<file path="src/rtl/usb_line_pkg.sv">
// Package: shared types for the USB transmit line encoder.
// Assumes: one symbol request per clock, bit-rate clock domain.
package usb_line_pkg;

    // Kind of request presented to the encoder in one cycle.
    typedef enum logic [1:0] {
        CMD_HOLD = 2'd0,  // no valid request: keep everything
        CMD_IDLE = 2'd1,  // release the bus, line parks at J
        CMD_SE0  = 2'd2,  // drive single-ended zero
        CMD_DATA = 2'd3   // NRZI-encode one data bit
    } tx_cmd_e;

    // Differential symbol to place on the bus.
    typedef enum logic [1:0] {
        LINE_J   = 2'd0,
        LINE_K   = 2'd1,
        LINE_SE0 = 2'd2
    } line_sym_e;

    // Raw pin pair.
    typedef struct packed {
        logic dp;
        logic dm;
    } pin_pair_t;

endpackage

</file>
<file path="src/rtl/usb_tx_cmd_decode.sv">
// Module: usb_tx_cmd_decode
// Turns the four request inputs into one command. SE0 takes priority over
// data, and a low output-enable request takes priority over both.
// Assumes: inputs are only meaningful when valid is high.
module usb_tx_cmd_decode
    import usb_line_pkg::*;
(
    input  logic    valid_i,
    input  logic    oe_i,
    input  logic    se0_i,
    output tx_cmd_e cmd_o
);

    // Priority decode: invalid, then release, then SE0, then data.
    always_comb begin
        if (!valid_i) begin
            cmd_o = CMD_HOLD;
        end else if (!oe_i) begin
            cmd_o = CMD_IDLE;
        end else if (se0_i) begin
            cmd_o = CMD_SE0;
        end else begin
            cmd_o = CMD_DATA;
        end
    end

endmodule

</file>
<file path="src/rtl/usb_nrzi_level.sv">
// Module: usb_nrzi_level
// Holds the NRZI line level (J or K) and works out the symbol for this
// cycle's command. A data 0 flips the level and a data 1 keeps it. SE0 and
// release both put the level back to J.
// Assumes: synchronous active-low reset; the symbol output is only used
// when the command is not HOLD.
module usb_nrzi_level
    import usb_line_pkg::*;
(
    input  logic      clk,
    input  logic      rst_n,
    input  tx_cmd_e   cmd_i,
    input  logic      bit_i,
    output line_sym_e sym_o
);

    logic level_q;   // 0 = J, 1 = K
    logic level_d;

    // Next NRZI level for each command.
    always_comb begin
        unique case (cmd_i)
            CMD_DATA: level_d = bit_i ? level_q : ~level_q;
            CMD_SE0:  level_d = 1'b0;
            CMD_IDLE: level_d = 1'b0;
            default:  level_d = level_q;
        endcase
    end

    // Level register, starts at J.
    always_ff @(posedge clk) begin
        if (!rst_n) begin
            level_q <= 1'b0;
        end else begin
            level_q <= level_d;
        end
    end

    // Symbol for the line: SE0 overrides the encoded level.
    always_comb begin
        if (cmd_i == CMD_SE0) begin
            sym_o = LINE_SE0;
        end else if (level_d) begin
            sym_o = LINE_K;
        end else begin
            sym_o = LINE_J;
        end
    end

endmodule

</file>
<file path="src/rtl/usb_line_map.sv">
// Module: usb_line_map
// Maps a line symbol to raw D+/D- levels. FULL_SPEED picks the polarity of
// J and K: at full speed J has D+ high, at low speed J has D- high.
// Assumes: purely combinational; SE0 is the same at both speeds.
module usb_line_map
    import usb_line_pkg::*;
#(
    parameter bit FULL_SPEED = 1'b1
) (
    input  line_sym_e sym_i,
    output pin_pair_t pins_o
);

    generate
        if (FULL_SPEED) begin : g_full
            // Full-speed polarity.
            always_comb begin
                unique case (sym_i)
                    LINE_J:  pins_o = '{dp: 1'b1, dm: 1'b0};
                    LINE_K:  pins_o = '{dp: 1'b0, dm: 1'b1};
                    default: pins_o = '{dp: 1'b0, dm: 1'b0};
                endcase
            end
        end else begin : g_low
            // Low-speed polarity.
            always_comb begin
                unique case (sym_i)
                    LINE_J:  pins_o = '{dp: 1'b0, dm: 1'b1};
                    LINE_K:  pins_o = '{dp: 1'b1, dm: 1'b0};
                    default: pins_o = '{dp: 1'b0, dm: 1'b0};
                endcase
            end
        end
    endgenerate

endmodule

</file>
<file path="src/rtl/usb_line_oreg.sv">
// Module: usb_line_oreg
// Output flops for D+, D- and output enable. They load only on a valid
// request and hold otherwise, so the pins never glitch between requests.
// Assumes: synchronous active-low reset to the idle J pattern, bus released.
module usb_line_oreg
    import usb_line_pkg::*;
#(
    parameter logic RST_DP = 1'b1,
    parameter logic RST_DM = 1'b0
) (
    input  logic      clk,
    input  logic      rst_n,
    input  logic      load_i,
    input  pin_pair_t pins_i,
    input  logic      oe_i,
    output logic      dp_o,
    output logic      dm_o,
    output logic      oe_o
);

    // Register the line state on each valid request.
    always_ff @(posedge clk) begin
        if (!rst_n) begin
            dp_o <= RST_DP;
            dm_o <= RST_DM;
            oe_o <= 1'b0;
        end else if (load_i) begin
            dp_o <= pins_i.dp;
            dm_o <= pins_i.dm;
            oe_o <= oe_i;
        end
    end

endmodule

</file>
<file path="src/rtl/usb_nrzi_line_enc.sv">
// Module: usb_nrzi_line_enc (top)
// Encodes a qualified serial transmit stream into registered USB D+/D-
// levels and an output enable. All outputs change one clock after a valid
// request and hold during invalid cycles.
// Assumes: one request per clock in the bit-rate domain, synchronous
// active-low reset.
module usb_nrzi_line_enc
    import usb_line_pkg::*;
#(
    parameter bit FULL_SPEED = 1'b1
) (
    input  logic clk,
    input  logic rst_n,
    input  logic tx_valid,
    input  logic tx_oe,
    input  logic tx_bit,
    input  logic tx_se0,
    output logic line_dp,
    output logic line_dm,
    output logic line_oe
);

    localparam logic IDLE_DP = FULL_SPEED ? 1'b1 : 1'b0;
    localparam logic IDLE_DM = ~IDLE_DP;

    tx_cmd_e   cmd;
    line_sym_e sym;
    pin_pair_t pins;
    logic      load;
    logic      drive;

    usb_tx_cmd_decode u_dec (
        .valid_i (tx_valid),
        .oe_i    (tx_oe),
        .se0_i   (tx_se0),
        .cmd_o   (cmd)
    );

    usb_nrzi_level u_lvl (
        .clk   (clk),
        .rst_n (rst_n),
        .cmd_i (cmd),
        .bit_i (tx_bit),
        .sym_o (sym)
    );

    usb_line_map #(.FULL_SPEED(FULL_SPEED)) u_map (
        .sym_i  (sym),
        .pins_o (pins)
    );

    // Load on any valid request; drive the bus for data and SE0.
    always_comb begin
        load  = (cmd != CMD_HOLD);
        drive = (cmd == CMD_DATA) || (cmd == CMD_SE0);
    end

    usb_line_oreg #(.RST_DP(IDLE_DP), .RST_DM(IDLE_DM)) u_oreg (
        .clk    (clk),
        .rst_n  (rst_n),
        .load_i (load),
        .pins_i (pins),
        .oe_i   (drive),
        .dp_o   (line_dp),
        .dm_o   (line_dm),
        .oe_o   (line_oe)
    );

endmodule

</file>
<file path="config.mk">
export PLATFORM = sky130hd
export DESIGN_NAME = usb_nrzi_line_enc
export DESIGN_NICKNAME = d
export VERILOG_FILES = /design/src/rtl/usb_line_pkg.sv /design/src/rtl/usb_tx_cmd_decode.sv /design/src/rtl/usb_nrzi_level.sv /design/src/rtl/usb_line_map.sv /design/src/rtl/usb_line_oreg.sv /design/src/rtl/usb_nrzi_line_enc.sv
export SDC_FILE = /design/constraint.sdc
export NUM_CORES = 1
export LEC_CHECK = 0
export CAP_MARGIN = 40
export CORE_AREA = 5 5 42 44
export CTS_CLUSTER_DIAMETER = 120
export CTS_CLUSTER_SIZE = 20
export DETAILED_ROUTE_END_ITERATION = 6
export DIE_AREA = 0 0 47 49
export DONT_BUFFER_PORTS = 1
export HOLD_SLACK_MARGIN = 0.1
export SYNTH_ARGS = -nofsm -noshare
export SYNTH_HDL_FRONTEND = slang
export SYNTH_SLANG_ARGS = --single-unit
</file>
<file path="constraint.sdc">
create_clock -name clk -period 0.9 [get_ports clk]
set_input_delay 0.135 -clock clk [delete_from_list [all_inputs] [get_ports clk]]
set_output_delay 0.135 -clock clk [all_outputs]
set_load 0.01 [all_outputs]
</file>
==> results_dict.tcl, run 1 <==
set metrics [dict create \
    min_period_ns 0.862 \
    worst-path-buf-inv 0 \
    synth_top_cell_area_share_pct 43.8 \
    powerDensity_nw_per_um2 1760 \
    cp_num_cells 3 \
    synth_seq_cells 4 \
    holdPathStages 2 \
    ant_nets 0 \
    start_util_pct 13.0 \
    rows 14 \
    hp-class "input port to register" \
    synth.distinct_cells 12 \
    place_congestion 0.665 \
    clock.fmax_mhz 1160 \
    syn_avg_cell_area_um2 9.61 \
    rsz0062_at_grt "yes" \
    synth_area_um2 183 \
    first_pass_iters 4 \
    via_count 163 \
    min_period_over_period_pct 95.8 \
    final.setup_skew_ns 0.00403 \
    grt_pass1_vias 172 \
    syn-instance-count 19 \
    r2r_setup_slack_ns 0.04 \
    setup_slack_ns 0.0379 \
    port_buffers 0 \
    hp-start "tx_valid" \
    drive_above_1_share_pct 25.0 \
    worst-r2r-cell-count 3 \
    post-cts-setup-buffers 0 \
    htreeDepth 1 \
    clk_pin_slew_ns 0.03 \
    worst_ep_arrival_time_ns 1.03 \
    antenna_found_initial 0 \
    ir_drop_mv 0.543 \
    whs_endpoint "u_lvl.level_q" \
    io-pin-count 9 \
    power.leakage_uw 0.0000988 \
    yosys.area.top_type "dfxtp_1" \
    hold_viol_final 0 \
    hold_ws_ns 0.0662 \
    tightest_slew_ns 0.167 \
    globalRoute.totalOverflow 0 \
    die_area_um2 2300 \
    ys_warn_count 0 \
    syn-num-nets 25 \
    worst_path_dominant_cell_family "flip-flops" \
    cp.required_ns 1.06 \
    reg2reg_to "u_oreg.dp_o" \
    setup_viol 0 \
    crit_type "register to register" \
    cts_hold_buffers 2 \
    cap_violations 0 \
    antennaDiodeCount 0 \
    drc 0 \
    netlist_top_cells_area "dfxtp_1 44%, a21boi_0 8.2%, nor2b_1 6.8%" \
    area_growth_syn_to_layout_pct 39.0 \
    slowest_stage "dfxtp_2" \
    wl_per_cell_um 11.9 \
    crit_path_cell_trace "xnor2_2 > o211a_1 > o21ai_2" \
    status "finished, final reports clean" \
    die_h_um 49 \
    grt_pass1_wl_um 759 \
    clk_path_buf_depth 2 \
    cts_buffers 3 \
    clk_latency_ns 0.23 \
    stdcell_count 40 \
    vias_per_cell 4.08 \
    cts-root-buf "clkbuf_4" \
    grt_max_degree 8 \
    wirelength_um 474 \
    die_w_um 47 \
    nets 32 \
    cts_tree "yes" \
    maxSlewViolCount 0 \
    yosysSeqAreaShare_pct 43.8 \
    start_kind "register" \
    maxSlewHeadroom_pct 88.8 \
    max_stage_delay_ns 0.33 \
    clock_sinks 4 \
    fp.coreArea_um2 1400 \
    endpoint_kind "register" \
    place_ws_ns 0.0474 \
    gr-usage-all-layers_pct 4.93 \
    reg2reg_from "u_lvl.level_q" \
    crit_path_max_fanout 4 \
    postLayoutCoreUtil_pct 18.1 \
    final_cell_mix "3 x clkbuf_4, 3 x dfxtp_1" \
    place_inst 35 \
    drt_iter0_markers 3 \
]
[state kept, by name, summed over array words and instances (netlist names)]
| register | cells |
|---|---|
| u_lvl.level_q | 1 |
| u_oreg.dp_o | 1 |
| u_oreg.dm_o | 1 |
| u_oreg.oe_o | 1 |
[worst max path at each step]
stage | start | to | slack [ns]
final | u_lvl.level_q | u_oreg.dp_o | 0.04
after global routing | u_lvl.level_q | u_oreg.dp_o | -0.02
after CTS | u_lvl.level_q | u_oreg.dp_o | 0.04
after detailed placement | u_lvl.level_q | u_oreg.dp_o | 0.05
after global placement | u_lvl.level_q | u_oreg.dp_o | 0.05
after floorplan | u_lvl.level_q | u_oreg.dp_o | 0.09
[cell type report]
class | instances | area (um2)
fillers | 170 | 1150
flip-flops and latches | 4 | 81.3
clock buffers | 3 | 22.5
repair buffers | 2 | 20.0
multi-input cells | 15 | 110
well taps | 16 | 20.0
[routing by layer]
metal  global-route usage (%)  routed length, um  vias to the layer above
li1                         -                  -                       80
met1                     5.71                188                       76
met2                     6.33                209                        7
met3                     1.48                 76                        0
met4                     5.53                  0                        0
met5                        0                  0                        -
[logic make-up (layout without fill, tap and decap cells)]
| family | after synthesis | in the layout | synth area share [%] |
|---|---|---|---|
| and+or+nand+nor | 8 | 8 | 24.0 |
| DFF | 4 | 4 | 43.8 |
| AOI/OAI and AO/OA | 5 | 5 | 21.9 |
| buffers and inverters | 0 | 5 | 0 |
| xor gates and xnor gates | 1 | 1 | 4.80 |
| muxes | 1 | 1 | 5.48 |
[cells in the mapped netlist]
master    number
o211a_1        1
a21boi_0       2
o21ai_2        1
nand2b_1       1
nor2b_1        2
a31oi_1        1
and2b_1        1
dfxtp_1        4
xnor2_1        1
nor2_1         2
mux2i_1        1
nand3_1        2
[repair_timing]
action                                 in CTS  in global routing
endpoints found under the hold margin       4                  4
setup endpoints to repair                   0                  2
resized for setup                           0                  2
[power by group]
part | internal (uW) | switching, uW
registers | 186 | 9.49
logic | 23.5 | 13.2
clock network | 149 | 65.9
[metrics by stage]
| step | setup TNS, ns | cell area, um2 | power [uW] |
|---|---|---|---|
| final | 0 | 254 | 447 |
| after floorplan | 0 | 183 | 218 |
| after global placement | 0 | 203 | 222 |
| after detailed placement | 0 | 203 | 223 |
| after CTS | 0 | 245 | 458 |
| after global routing | -0.0189 | 254 | 475 |
(Power assumes the default switching activity.)
==> run 2, diff against run 1 <==
--- a/config.mk
+++ b/config.mk
@@ -12,7 +12,8 @@
 export DETAILED_ROUTE_END_ITERATION = 6
 export DIE_AREA = 0 0 47 49
 export DONT_BUFFER_PORTS = 1
-export HOLD_SLACK_MARGIN = 0.1
+export HOLD_SLACK_MARGIN = 0.08
+export PLACE_DENSITY_LB_ADDON = 0.05
 export SYNTH_ARGS = -nofsm -noshare
 export SYNTH_HDL_FRONTEND = slang
 export SYNTH_SLANG_ARGS = --single-unit
==> run 2 against run 1 <==
Compared with the run above:
- total power grew 1.5%
- clock-buffer cell count is the same
- via count shrank 1.8%
- sequential share of layout area shrank 0.92 points
- hold slack gained 0.017 ns
- sequential power is essentially flat
- first-iteration DRC count shrank 100%
- critical path depth is the same
- register-to-register slack gained 0.02 ns
- design area grew 3.0%
- fmax grew 2.2%
- clock skew shrank 0.0011 ns
- critical path type unchanged
- largest cell class unchanged
==> results_dict.tcl, run 2 (synthesis results as in run 1) <==
set metrics [dict create \
    io-pin-count 9 \
    vias_per_cell 3.90 \
    clock_sinks 4 \
    area_growth_syn_to_layout_pct 43.2 \
    die_h_um 49 \
    critPathLaunch "u_lvl.level_q" \
    clk_pin_slew_ns 0.04 \
    final.setup_skew_ns 0.00293 \
    cts_tree "yes" \
    htreeDepth 1 \
    port_buffers 0 \
    hold_viol_final 0 \
    min_period_ns 0.844 \
    wl_met2_um 218 \
    top_layer "met4" \
    start_kind "register" \
    clk_latency_ns 0.23 \
    first_pass_iters 1 \
    via_count 160 \
    cap_violations 0 \
    rows 14 \
    setup_viol 0 \
    tns_ns 0 \
    maxSlewViolCount 0 \
    maxSlewHeadroom_pct 88.9 \
    die_area_um2 2300 \
    drc 0 \
    wirelength_um 478 \
    crit_path_max_fanout 4 \
    wl_per_cell_um 11.7 \
    r2r_setup_slack_ns 0.06 \
    die_w_um 47 \
    start_util_pct 13.0 \
    fp.coreArea_um2 1400 \
    min_period_over_period_pct 93.7 \
    place_ws_ns 0.0346 \
    grt_max_degree 6 \
    final_cell_mix "3 x clkbuf_4, 3 x dfxtp_1" \
    tightest_slew_ns 0.166 \
    ant_nets 0 \
    cts_buffers 3 \
    drt_iter0_markers 0 \
    antennaDiodeCount 0 \
    crit_end "u_oreg.dp_o" \
    reg2reg_from "u_lvl.level_q" \
    grt_pass1_vias 176 \
    gr-usage-all-layers_pct 4.85 \
    rsz0062_at_grt "no" \
    powerDensity_nw_per_um2 1740 \
    place_congestion 0.625 \
    setup_slack_ns 0.0563 \
    clk_path_buf_depth 2 \
    nets 33 \
    m1WireLength_um 182 \
    status "finished, final reports clean" \
    cts-root-buf "clkbuf_4" \
    fin_area_um2 262 \
    cp.required_ns 1.07 \
    grt_pass1_wl_um 696 \
    power.leakage_uw 0.000105 \
    drive_above_1_share_pct 28.0 \
    clock.fmax_mhz 1190 \
    wl_met3_um 72 \
    globalRoute.totalOverflow 0 \
    antenna_found_initial 0 \
    reg2reg_to "u_oreg.dp_o" \
    worst-r2r-cell-count 3 \
    endpoint_kind "register" \
    ir_drop_mv 0.613 \
    worst_ep_arrival_time_ns 1.01 \
    hp-class "input port to register" \
    crit_type "register to register" \
    dpl_cell_area_um2 210 \
]
run 2: changes by cell type in the layout (fill, tap and decap cells not counted):
cell and change:
buf_4 +1, a21boi_1 +1, a21boi_0 -1
run 2: layout make-up:
type	count	area (um2)
Tap cell	16	20.0
Clock buffer	3	22.5
Timing Repair Buffer	3	27.5
Sequential cell	4	81.3
Multi-Input combinational cell	15	110
Fill cell	173	1140
run 2: worst min-delay path by stage:
| stage | startpoint | slack [ns] | to | cells past startpoint |
|---|---|---|---|---|
| finish | tx_valid | 0.08 | u_oreg.dm_o | 2 |
| global route | tx_oe | 0.08 | u_oreg.oe_o | 2 |
| CTS | tx_oe | 0.08 | u_oreg.oe_o | 2 |
| detailed placement | rst_n | 0.20 | u_oreg.dp_o | 1 |
| global placement | rst_n | 0.20 | u_oreg.dp_o | 1 |
| floorplan | rst_n | 0.19 | u_oreg.dp_o | 1 |
run 2: per-layer routing:
layer | vias up | global-route usage [%]
met5 | - | 0
met4 | 0 | 5.53
met3 | 2 | 2.95
met2 | 6 | 5.88
met1 | 71 | 5.02
li1 | 81 | -
run 2: timing repair:
item | in CTS | in global routing
hold buffers | 2 | 0
endpoints found under the setup margin | 0 | 2
resized for setup | 0 | 3
setup buffers | 0 | 0
hold endpoints to repair | 4 | 0
run 2: stage by stage:
step                total power (uW)  instances  util (%)  hold WS [ns]
detailed placement               224         36      15.0         0.198
finish                           454         41      18.7        0.0832
global placement                 224         36      15.0         0.199
CTS                              463         41      18.0        0.0804
floorplan                        218         19         -         0.194
global route                     477         41      18.7        0.0842
run 2: power by group:
group          total [uW]  internal (uW)  switching (uW)
Sequential            194            186            7.66
Clock                 220            149            70.6
Combinational        40.4           25.1            15.3
run 2: critical path: stages, from the launching register on:
cell and delay (ns):
dfxtp_2 0.33, xnor2_2 0.14, o211a_1 0.22, o21ai_2 0.10
==> run 3, diff against run 2 <==
--- a/config.mk
+++ b/config.mk
@@ -5,7 +5,7 @@
 export SDC_FILE = /design/constraint.sdc
 export NUM_CORES = 1
 export LEC_CHECK = 0
-export CAP_MARGIN = 40
+export CAP_MARGIN = 20
 export CORE_AREA = 5 5 42 44
 export CTS_CLUSTER_DIAMETER = 120
 export CTS_CLUSTER_SIZE = 20
==> constraint.sdc (replaced) <==
create_clock -name clk -period 0.9 [get_ports clk]
set_input_delay 0 -clock clk [delete_from_list [all_inputs] [get_ports clk]]
set_output_delay 0 -clock clk [all_outputs]
set_load 0.01 [all_outputs]
==> run 3 against run 2 <==
Compared with the run above:
- the flow now finishes with violations (hold timing)
- routed wire length is 3.8% lower
- flip-flop and latch count stayed put
- largest cell class unchanged
- clock-buffer cell count stayed put
- non-clock buffer count is 2 higher
==> results_dict.tcl, run 3 (synthesis results as in run 1) <==
set metrics [dict create \
    crit_type "register to register" \
    drc 0 \
    hold_ws_ns -0.0315 \
    clk_path_buf_depth 2 \
    endpoint_kind "register" \
    power.total_uw 464 \
    first_pass_iters 1 \
    drt_iter0_markers 0 \
    ant_nets 0 \
    m1WireLength_um 184 \
    vias_per_cell 3.74 \
    antennaDiodeCount 0 \
    cts_tree "yes" \
    crit_path_max_fanout 4 \
    cts_hold_buffers 4 \
    die_h_um 49 \
    die_area_um2 2300 \
    drive_above_1_share_pct 25.9 \
    nets 35 \
    clock_sinks 4 \
    clock.fmax_mhz 1180 \
    cts-root-buf "clkbuf_4" \
    whs_endpoint "u_lvl.level_q" \
    tightest_slew_ns 0.273 \
    grt_max_degree 8 \
    tns_ns 0 \
    wl_met2_um 217 \
    grt_pass1_wl_um 648 \
    status "finished, violations left" \
    top_layer "met4" \
    htreeDepth 1 \
    ir_drop_mv 0.614 \
    reg2reg_from "u_lvl.level_q" \
    power.leakage_uw 0.000122 \
    start_kind "register" \
    wl_met3_um 53 \
    worst-r2r-cell-count 3 \
    port_buffers 0 \
    area_growth_syn_to_layout_pct 55.5 \
    reg2reg_to "u_oreg.dp_o" \
    final_cell_mix "3 x clkbuf_4, 3 x dlygate4sd3_1, 3 x dfxtp_1" \
    maxSlewHeadroom_pct 81.8 \
    via_count 161 \
    fillCellCount 173 \
    r2r_setup_slack_ns 0.05 \
    worst_ep_arrival_time_ns 1.01 \
    die_w_um 47 \
    powerDensity_nw_per_um2 1630 \
    hp-start "tx_bit" \
    final.setup_skew_ns 0.00293 \
    rsz0062_at_grt "no" \
    wl_per_cell_um 10.7 \
    cp.required_ns 1.07 \
    min_period_ns 0.846 \
    hp-class "input port to register" \
    cts_buffers 3 \
    io-pin-count 9 \
    place_congestion 0.625 \
    rows 14 \
    clk_latency_ns 0.23 \
    gr-usage-all-layers_pct 4.50 \
    start_util_pct 13.0 \
    violations "hold timing" \
    clk_pin_slew_ns 0.04 \
    maxSlewViolCount 0 \
    hold_viol_final 1 \
    grt_pass1_vias 176 \
    setup_viol 0 \
    globalRoute.totalOverflow 0 \
    min_period_over_period_pct 94.0 \
    fp.coreArea_um2 1400 \
    antenna_found_initial 0 \
    wirelength_um 460 \
    holdPathStages 3 \
    cap_violations 0 \
]
run 3: worst max-delay path by stage:
stage	startpoint	end	slack, ns	cells past startpoint
after floorplan	u_lvl.level_q	u_oreg.dp_o	0.09	3
after global placement	u_lvl.level_q	u_oreg.dp_o	0.02	3
after detailed placement	u_lvl.level_q	u_oreg.dp_o	0.03	3
final	u_lvl.level_q	u_oreg.dp_o	0.05	3
after CTS	tx_valid	u_lvl.level_q	0.01	4
after global routing	u_lvl.level_q	u_oreg.dp_o	0.02	3
run 3: area by class of cell:
type	count	area, um2	area share, %
Multi-Input combinational cell	15	110	38.8
Tap cell	16	20.0	7.05
Timing Repair Buffer	5	50.0	17.6
Clock buffer	3	22.5	7.93
Sequential cell	4	81.3	28.6
run 3: per-layer routing:
metal	vias to the layer above	global-route usage (%)
li1	85	-
met1	68	4.59
met2	6	5.66
met3	2	2.21
met4	0	5.53
met5	-	0
run 3: repair_timing:
item	4_1_cts	5_1_grt
hold endpoints to repair	4	2
buffers inserted	0	0
resized for setup	0	4
endpoints found under the setup margin	0	3
run 3: power by group:
part	switching, uW	leakage [uW]	internal [uW]	total (uW)
clock	70.6	0.0000138	149	220
combinational	19.6	0.0000750	31.4	50.9
sequential	7.65	0.0000332	186	194
total	97.8	0.000122	366	464
run 3: stage by stage:
step                utilization [%]  std cells  hold slack [ns]  setup WS, ns  cell area (um2)
floorplan                         -         19           0.0592        0.0929              183
global placement               15.0         36           0.0638        0.0168              210
detailed placement             15.0         36           0.0632        0.0346              210
CTS                            19.5         43          -0.0306        0.0118              273
global route                   20.3         43          -0.0188        0.0187              284
finish                         20.3         43          -0.0315        0.0539              284
run 3: critical path, stage by stage (launching register included):
cell     delay, ns
dfxtp_2       0.33
xnor2_2       0.14
o211a_1       0.22
o21ai_2       0.10
